## config.mk

```make
export PLATFORM = sky130hd
export DESIGN_NAME = gclk_index_ctrl
export DESIGN_NICKNAME = d
export VERILOG_FILES = /design/src/rtl/gclk_pkg.sv /design/src/rtl/gclk_regif.sv /design/src/rtl/gclk_slot.sv /design/src/rtl/gclk_index_ctrl.sv
export SDC_FILE = /design/constraint.sdc
export NUM_CORES = 1
export LEC_CHECK = 0
export BUFFER_PORTS_ARGS = -buffer_cell sky130_fd_sc_hd__buf_2
export CORE_UTILIZATION = 55
export DETAILED_ROUTE_END_ITERATION = 16
export GPL_TIMING_DRIVEN = 0
export PLACE_DENSITY = 0.78
export RECOVER_POWER = 50
export SKIP_LAST_GASP = 1
export SLEW_MARGIN = 0
export SYNTH_ARGS = -nofsm -noshare
export SYNTH_HDL_FRONTEND = slang
export SYNTH_HIERARCHICAL = 1
export SYNTH_SLANG_ARGS = --single-unit
```

## constraint.sdc

```tcl
create_clock -name clk_i -period 1.9 [get_ports clk_i]
set_clock_uncertainty 0.15 [all_clocks]
set_input_delay 0.095 -clock clk_i [delete_from_list [all_inputs] [get_ports clk_i]]
set_output_delay 0.095 -clock clk_i [all_outputs]
set_load 0.01 [all_outputs]
```

## src/rtl/gclk_pkg.sv

```systemverilog
package gclk_pkg;
  localparam int WORD_W  = 32;
  localparam int ID_W    = 7;
  localparam int SRC_W   = 3;
  localparam int DIV_W   = 8;
  localparam int ID_LSB  = 0;
  localparam int SRC_LSB = 8;
  localparam int CMD_BIT = 12;
  localparam int DIV_LSB = 20;
  localparam int EN_BIT  = 29;

  typedef struct packed {
    logic             en;
    logic [DIV_W-1:0] div;
    logic [SRC_W-1:0] src;
  } slot_cfg_t;

  function automatic logic [WORD_W-1:0] pack_word(logic [ID_W-1:0] id, slot_cfg_t c);
    logic [WORD_W-1:0] w;
    w = '0;
    w[ID_LSB +: ID_W]   = id;
    w[SRC_LSB +: SRC_W] = c.src;
    w[DIV_LSB +: DIV_W] = c.div;
    w[EN_BIT]           = c.en;
    return w;
  endfunction

  function automatic slot_cfg_t unpack_cfg(logic [WORD_W-1:0] w);
    slot_cfg_t c;
    c.src = w[SRC_LSB +: SRC_W];
    c.div = w[DIV_LSB +: DIV_W];
    c.en  = w[EN_BIT];
    return c;
  endfunction
endpackage

```

## src/rtl/gclk_regif.sv

```systemverilog
module gclk_regif
  import gclk_pkg::*;
#(
  parameter int NSLOT = 8,
  localparam int IDX_W = (NSLOT > 1) ? $clog2(NSLOT) : 1
) (
  input  logic                  clk_i,
  input  logic                  rst_ni,
  input  logic                  wr_en_i,
  input  logic [WORD_W-1:0]     wr_data_i,
  input  slot_cfg_t [NSLOT-1:0] cfgs_i,
  output logic                  commit_o,
  output logic [IDX_W-1:0]      commit_idx_o,
  output slot_cfg_t             commit_cfg_o,
  output logic [WORD_W-1:0]     rd_data_o
);
  logic [ID_W-1:0] sel_q, wr_id, eff_id;
  slot_cfg_t       view_cfg;
  logic            wr_in_range, eff_in_range;

  assign wr_id        = wr_data_i[ID_LSB +: ID_W];
  assign wr_in_range  = int'(wr_id) < NSLOT;
  assign commit_o     = wr_en_i && wr_data_i[CMD_BIT] && wr_in_range;
  assign commit_idx_o = wr_id[IDX_W-1:0];
  assign commit_cfg_o = unpack_cfg(wr_data_i);

  always_ff @(posedge clk_i or negedge rst_ni) begin
    if (!rst_ni)      sel_q <= '0;
    else if (wr_en_i) sel_q <= wr_id;
  end

  // readback shows post-write state
  assign eff_id       = wr_en_i ? wr_id : sel_q;
  assign eff_in_range = int'(eff_id) < NSLOT;

  always_comb begin
    view_cfg = '0;
    if (commit_o)          view_cfg = commit_cfg_o;
    else if (eff_in_range) view_cfg = cfgs_i[eff_id[IDX_W-1:0]];
    rd_data_o = eff_in_range ? pack_word(eff_id, view_cfg) : '0;
  end

  logic [WORD_W-1:0] rsvd_mask;
  assign rsvd_mask = ~pack_word('1, '1);

  assert_rsvd_zero_R4: assert property (@(posedge clk_i) disable iff (!rst_ni)
    (rd_data_o & rsvd_mask) == '0);

  assert_commit_lands_R3: assert property (@(posedge clk_i) disable iff (!rst_ni)
    commit_o |=> cfgs_i[$past(commit_idx_o)] == $past(commit_cfg_o));
endmodule

```

## src/rtl/gclk_slot.sv

```systemverilog
module gclk_slot
  import gclk_pkg::*;
#(
  parameter int NSRC = 8,
  localparam int NSRC_EXT = 2 ** SRC_W
) (
  input  logic            clk_i,
  input  logic            rst_ni,
  input  logic            commit_i,
  input  slot_cfg_t       cfg_i,
  input  logic [NSRC-1:0] src_stb_i,
  output slot_cfg_t       cfg_o,
  output logic            clk_en_o
);
  slot_cfg_t            cfg_q;
  logic [DIV_W-1:0]     cnt_q;
  logic                 out_q;
  logic [NSRC_EXT-1:0]  stb_ext;
  logic                 src_hit, wrap, advance;

  assign stb_ext = NSRC_EXT'(src_stb_i);
  assign src_hit = stb_ext[cfg_q.src];
  assign wrap    = cnt_q == cfg_q.div;
  assign advance = cfg_q.en && src_hit;

  always_ff @(posedge clk_i or negedge rst_ni) begin
    if (!rst_ni) begin
      cfg_q <= '0;
      cnt_q <= '0;
      out_q <= 1'b0;
    end else if (commit_i) begin
      cfg_q <= cfg_i;
      cnt_q <= '0;
      out_q <= 1'b0;
    end else begin
      out_q <= advance && wrap;
      if (advance) cnt_q <= wrap ? '0 : cnt_q + 1'b1;
    end
  end

  assign cfg_o    = cfg_q;
  assign clk_en_o = out_q;

  assert_out_needs_en_R9: assert property (@(posedge clk_i) disable iff (!rst_ni)
    out_q |-> cfg_q.en);

  assert_out_follows_src_R10: assert property (@(posedge clk_i) disable iff (!rst_ni)
    out_q |-> $past(src_hit));

  assert_cnt_bounded_R7: assert property (@(posedge clk_i) disable iff (!rst_ni)
    cfg_q.en |-> cnt_q <= cfg_q.div);
endmodule

```

## src/rtl/gclk_index_ctrl.sv

```systemverilog
module gclk_index_ctrl
  import gclk_pkg::*;
#(
  parameter int NSLOT = 8,
  parameter int NSRC  = 8,
  localparam int IDX_W = (NSLOT > 1) ? $clog2(NSLOT) : 1
) (
  input  logic             clk_i,
  input  logic             rst_ni,
  input  logic             wr_en_i,
  input  logic [31:0]      wr_data_i,
  output logic [31:0]      rd_data_o,
  input  logic [NSRC-1:0]  src_stb_i,
  output logic [NSLOT-1:0] clk_en_o
);
  slot_cfg_t [NSLOT-1:0] cfgs;
  logic                  commit;
  logic [IDX_W-1:0]      commit_idx;
  slot_cfg_t             commit_cfg;

  gclk_regif #(.NSLOT(NSLOT)) i_regif (
    .clk_i        (clk_i),
    .rst_ni       (rst_ni),
    .wr_en_i      (wr_en_i),
    .wr_data_i    (wr_data_i),
    .cfgs_i       (cfgs),
    .commit_o     (commit),
    .commit_idx_o (commit_idx),
    .commit_cfg_o (commit_cfg),
    .rd_data_o    (rd_data_o)
  );

  for (genvar k = 0; k < NSLOT; k++) begin : g_slot
    gclk_slot #(.NSRC(NSRC)) i_slot (
      .clk_i     (clk_i),
      .rst_ni    (rst_ni),
      .commit_i  (commit && (int'(commit_idx) == k)),
      .cfg_i     (commit_cfg),
      .src_stb_i (src_stb_i),
      .cfg_o     (cfgs[k]),
      .clk_en_o  (clk_en_o[k])
    );
  end

  assert_select_keeps_cfg_R2: assert property (@(posedge clk_i) disable iff (!rst_ni)
    (wr_en_i && !wr_data_i[CMD_BIT]) |=> $stable(cfgs));

  assert_far_id_keeps_cfg_R6: assert property (@(posedge clk_i) disable iff (!rst_ni)
    (wr_en_i && int'(wr_data_i[ID_LSB +: ID_W]) >= NSLOT) |=> $stable(cfgs));
endmodule

```

; ---- Word-level counts from Yosys, hierarchy flattened
; Cells that the tools add are included.
[classes]
add_sub_neg = 8
reduce_logical = 35
order_cmp = 11
eq_ne = 15
muxes = 53
[ops]
columns = cell, n
row1 = 2-to-1 mux 8 bit, 24
row2 = adder 8 x 1 -> 8 bit (second input constant), 8
row3 = == test 8 bit, 8
row4 = binary-select mux 12 bit (select 3 bit), 1
row5 = less-than comparator 3 x 4 -> 1 bit (second input constant), 9
row6 = 2-to-1 mux 30 bit, 1
row7 = logical AND 1 bit, 26
row8 = binary-select mux 1 bit (select 3 bit), 8
row9 = 2-to-1 mux 12 bit, 2
row10 = 2-to-1 mux 1 bit, 16
row11 = nonzero test 2 bit, 8
row12 = less-than comparator 7 x 4 -> 1 bit (second input constant), 2
row13 = == test 3 bit (second input constant), 4
row14 = 2-to-1 mux 7 bit, 1
row15 = == test 3 x 2 -> 1 bit (second input constant), 2
row16 = == test 3 x 1 -> 1 bit (second input constant), 1
row17 = zero test 3 bit, 1
[totals]
ff_bits = 175

; ---- Depth between registers and ports, before layout
[depth]
depth_word = 5
mapped_depth = 10
depth_no_buf = 8

; ---- Hierarchy
; Netlist, hierarchy kept.
[by_module_without_submodules]
columns = mod, instances, area_per_inst_um2, cells_each
row1 = gclk_slot (g_slot[3].i_slot ...), 5, 1113.6, 95
row2 = gclk_slot (g_slot[0].i_slot ...), 3, 1162.4, 96
row3 = gclk_regif, 1, 1996.9, 311
row4 = gclk_index_ctrl, 1, 96.3, 8

; ---- Worst setup path before layout
; OpenSTA, ideal clock, no wires.
[synth_path]
kind = input -> register
start = in wr_en_i
end = reg g_slot[0].i_slot.cfg_q (netlist bit g_slot[0].i_slot/cfg_o[1])
setup_slack_ps = -620
stages = 9
arrival_ps = 2245
setup_ps = 125
t_required_ps = 1625
path_cell_list = buf_6 clkbuf_1 nand3_1 clkbuf_1 inv_1 nor4b_2 clkbuf_2 buf_1 mux2_2
[synth_between]
elab_chain_cells = 3
[synth_lines]
columns = element, line
row1 = start: declaration, gclk_index_ctrl.sv:10  ; input logic wr_en_i,
row2 = logical AND 1 bit (2 in a row), gclk_regif.sv:23  ; assign commit_o = wr_en_i && wr_data_i[CMD_BIT] && wr_in_range;
row3 = named net commit, gclk_index_ctrl.sv:17  ; logic commit;
row4 = logical AND 1 bit, gclk_index_ctrl.sv:37  ; .commit_i (commit && (int'(commit_idx) == k)),
row5 = end signal: assignment, gclk_slot.sv:32  ; cfg_q <= cfg_i;
row6 = end: declaration, gclk_slot.sv:15  ; slot_cfg_t cfg_q;
; The timed path passes the listed nets, and every way through them passes these cells.
; A chain may end at the register's enable or synchronous reset.

; ---- Worst setup path after layout
[layout_path]
start = reg i_regif.sel_q[0]
end = out rd_data_o[20]
[layout_between]
elab_chain_cells = 5
word_cells_on_any_way = 6
cone_classes = order compare (1) / mux (5)
[layout_lines]
columns = element, line
row1 = start: declaration, gclk_regif.sv:17  ; logic [ID_W-1:0] sel_q, wr_id, eff_id;
row2 = start signal: assignment, gclk_regif.sv:29  ; else if (wr_en_i) sel_q <= wr_id;
row3 = 2-to-1 mux 7 bit *, gclk_regif.sv:33  ; assign eff_id = wr_en_i ? wr_id : sel_q;
row4 = binary-select mux 12 bit (select 3 bit), gclk_regif.sv:39  ; else if (eff_in_range) view_cfg = cfgs_i[eff_id[IDX_W-1:0]];
row5 = 2-to-1 mux 12 bit (not written as such), gclk_regif.sv:39
row6 = 2-to-1 mux 12 bit, gclk_regif.sv:38  ; if (commit_o) view_cfg = commit_cfg_o;
row7 = 2-to-1 mux 30 bit *, gclk_regif.sv:40  ; rd_data_o = eff_in_range ? pack_word(eff_id, view_cfg) : '0;
row8 = end: declaration, gclk_index_ctrl.sv:12  ; output logic [31:0] rd_data_o,
; Mark *: on every way between the ends. The rest lies on a longest branch, timed or not. The select of a mux whose other input is x is not followed.

==> results.py <==
metrics = {
    "run_status": {
        "status": "finished with violations",
        "violations": "negative setup slack",
    },
    "timing": {
        "rsz0062_at_grt": "yes",
        "worst_slack_ns": -0.688,
        "slew_violations": 0,
        "tightest_slew_ns": 1.41,
        "relSlewSlack_pct": 5.92,
        "min_period_ns": 2.59,
        "fmax_ghz": 0.386,
        "finalSetupViolCount": 89,
        "hold_viol_final": 0,
        "post-route-period-util_pct": 136,
    },
    "global_route": {
        "overflow": 0,
        "grt_max_degree": 117,
        "antenna_found_initial": 0,
        "grt_pass1_vias": 8952,
        "grt_pass1_wl_mm": 49.2,
        "grt_usage_pct": 31.5,
    },
    "place": {
        "port_buffers": 51,
        "placedCellCount": 1415,
        "dp_hpwl_mm": 21.2,
        "gp_congestion": 1.02,
    },
    "floorplan": {
        "core-area_sq_um": 19700,
        "die_w_um": 144,
        "num_rows": 51,
        "die_h_um": 144,
        "dieArea_sq_um": 20800,
        "ios": 83,
        "start_util_pct": 56.7,
    },
    "route": {
        "wl_per_cell_um": 21.7,
        "route.detailed.drc": 0,
        "finalWirelength_mm": 32.4,
        "vias_per_cell": 6.29,
        "dr.pass1.iters": 5,
        "drt_iter0_drc": 829,
        "vias": 9415,
        "ant_nets": 0,
    },
    "clocking": {
        "root_buffer": "clkbuf_16",
        "cts_tree": "done",
        "cts_buffers": 17,
        "clk_latency_ns": 0.44,
        "htreeDepth": 4,
        "clk_pin_slew_ns": 0.07,
        "cts_buffer_depth": 2,
        "clock-sinks": 175,
    },
    "setup_path": {
        "cpMaxStageDelayCell": "dfrtp_2",
        "crit_path_frequent_cell": "buf_6",
        "crit_buf_inv": 4,
        "crit_family": "compound AO/OA/AOI/OAI gates",
        "path_cells": "mux2i_4 > buf_6 > buf_6 > buf_6 > nand2_4 > a221oi_4 > a2111oi_4 > a211oi_2 > buf_2",
        "crit_required_ns": 1.65,
        "start_kind": "flop",
        "slowest_delay_ns": 0.46,
        "crit_fanout": 5,
        "crit_path_end_kind": "primary output",
        "crit_type": "reg -> out",
        "cp.arrival_ns": 2.34,
    },
    "logic_synthesis": {
        "syn-cell-area_sq_um": 11100,
        "synth-edff-count": 0,
        "yosysSeqAreaShare_pct": 39.3,
        "yosysWarningCount": 6,
        "syn_area_per_cell_sq_um": 10.3,
        "synth-seq-cells": 175,
        "async_reset_ff_share_pct": 100,
        "synthFlopType": "dfrtp_1",
        "synthDistinctLibCells": 61,
        "synth_cells": 1082,
    },
    "finish": {
        "fillers": 1374,
        "drive_gt1_share_pct": 37.6,
        "final_cell_mix": "dfrtp_1, nand2_1, mux2_2, buf_4, nor2_1",
        "syn_to_final_growth_pct": 24.5,
        "antennaDiodeCount": 0,
        "mostFrequentLayoutCell": "dfrtp_1",
        "final_nets": 1271,
        "stdcell_count": 1498,
    },
    "power_and_ir_drop": {
        "finalPower_uw": 11400,
        "leakage_uw": 0.00598,
        "power_density_nw_per_um2": 822,
        "ir_worst_vdd_v": 0.000603,
    },
    "min_path": {
        "hold_class": "in -> reg",
    },
    "run": {
        "maxCapViolations": 0,
    },
}
## power breakdown
part           switching, uW  internal, uW  leakage (uW)  total (uW)
registers                458          4080       0.00236        4540
clock network           1560          2060      0.000298        3620
logic                   1820          1440       0.00332        3260
## area by class of cell
type                            count  area (sq um)  area share, %
Multi-Input combinational cell    815          6930           49.9
Clock buffer                       21           470           3.39
Timing Repair Buffer              105           797           5.74
Clock inverter                     11           131          0.946
Tap cell                          265           332           2.39
Buffer                             88           771           5.55
Sequential cell                   175          4380           31.6
Inverter                           18          70.1          0.505
## timing repair
| item | CTS | global route |
|---|---|---|
| hold buffers | 16 | 0 |
| cloned | 2 | 2 |
| pin swaps | 23 | 41 |
| hold endpoints to repair | 149 | 0 |
| setup buffers | 10 | 23 |
| resized for setup | 127 | 60 |
| setup endpoints to repair | 46 | 136 |
## state kept, by name, summed over array words and instances, names as in the netlist
register	count
g_slot.i_slot/cnt_q	64
g_slot.i_slot/cfg_o	96
i_regif/sel_q	7
g_slot.i_slot/clk_en_o	8
## cell families after synthesis
group	synth area share (%)
flip-flops	39.3
AND/OR/NAND/NOR	21.4
XOR/XNOR	5.66
AO/OA/AOI/OAI	13.2
other	0.0336
multiplexers	13.3
buffers and inverters	6.20
adder cells (fa/ha/maj)	0.898
## worst reg2reg max path, cell delays in order (launching register included)
cell	delay, ns
dfrtp_1	0.42
buf_6	0.15
mux2i_1	0.12
nand3_1	0.14
nand4_4	0.17
buf_4	0.18
nor4b_1	0.46
a221o_1	0.21
## per-layer routing
| metal | share of wire, % | global-route usage [%] |
|---|---|---|
| met1 | 42 | 40.7 |
| met2 | 47 | 50.1 |
| met3 | 7.1 | 6.59 |
| met4 | 4.5 | 15.6 |
| met5 | 0 | 0 |
## metrics by stage
| step | area, sq um | TNS [ns] | utilization [%] | worst slack [ns] | hold WS, ns |
|---|---|---|---|---|---|
| final | 13900 | -11.04 | 70.6 | -0.688 | 0.0172 |
| after global routing | 13900 | -44.22 | 70.6 | -0.766 | 0.0135 |
| after CTS | 13400 | -10.04 | 68.3 | -0.682 | 0.00432 |
| after detailed placement | 12000 | -68.13 | 60.9 | -0.662 | -0.0883 |
| after global placement | 11900 | -456.79 | 60.8 | -2.26 | 0.243 |
| after floorplan | 11400 | -0.431 | - | -0.0318 | -0.351 |
## path summary, 6_finish.rpt
kind	startpoint	endpoint	slack, ns	cells past startpoint
max in group asynchronous	rst_ni	g_slot[4].i_slot/cnt_q[0]	-0.07	3
worst max register to register	g_slot[3].i_slot/cfg_o[0]	g_slot[3].i_slot/cnt_q[2]	-0.17	7
min in group asynchronous	rst_ni	g_slot[3].i_slot/cnt_q[5]	0.39	2
worst min-delay path	wr_data_i[21]	g_slot[5].i_slot/cfg_o[4]	0.02	3
worst min register to register	g_slot[4].i_slot/cnt_q[7]	g_slot[4].i_slot/cnt_q[7]	0.43	1
worst max-delay path	i_regif/sel_q[0]	rd_data_o[20]	-0.69	9
## Yosys cell counts, types with 7 or more instances
cell / count / area, sq um
nor4_1: 13 / 81.3
xnor2_1: 64 / 561
nand4_1: 24 / 150
a211oi_2: 7 / 87.6
nor4b_1: 13 / 114
clkbuf_1: 9 / 33.8
nand2_1: 129 / 484
nand2b_1: 13 / 81.3
buf_2: 15 / 75.1
a32o_1: 12 / 120
nand4_4: 8 / 170
nor3_1: 18 / 90.1
dfrtp_1: 175 / 4380
nor2_1: 76 / 285
buf_4: 38 / 285
and3_1: 13 / 81.3
xor2_1: 8 / 70.1
inv_1: 18 / 67.6
ha_1: 8 / 100
a22o_1: 16 / 140
o21ai_0: 15 / 75.1
a21oi_1: 25 / 125
buf_6: 16 / 180
nand3b_2: 16 / 180
a31oi_1: 9 / 56.3
mux2_2: 97 / 1090
a2111oi_2: 7 / 105
buf_1: 9 / 33.8
a221oi_1: 12 / 105
nor2b_1: 23 / 144
mux2i_1: 33 / 330
a221o_1: 40 / 400
nand3_1: 25 / 125
(Power assumes the default switching activity.)
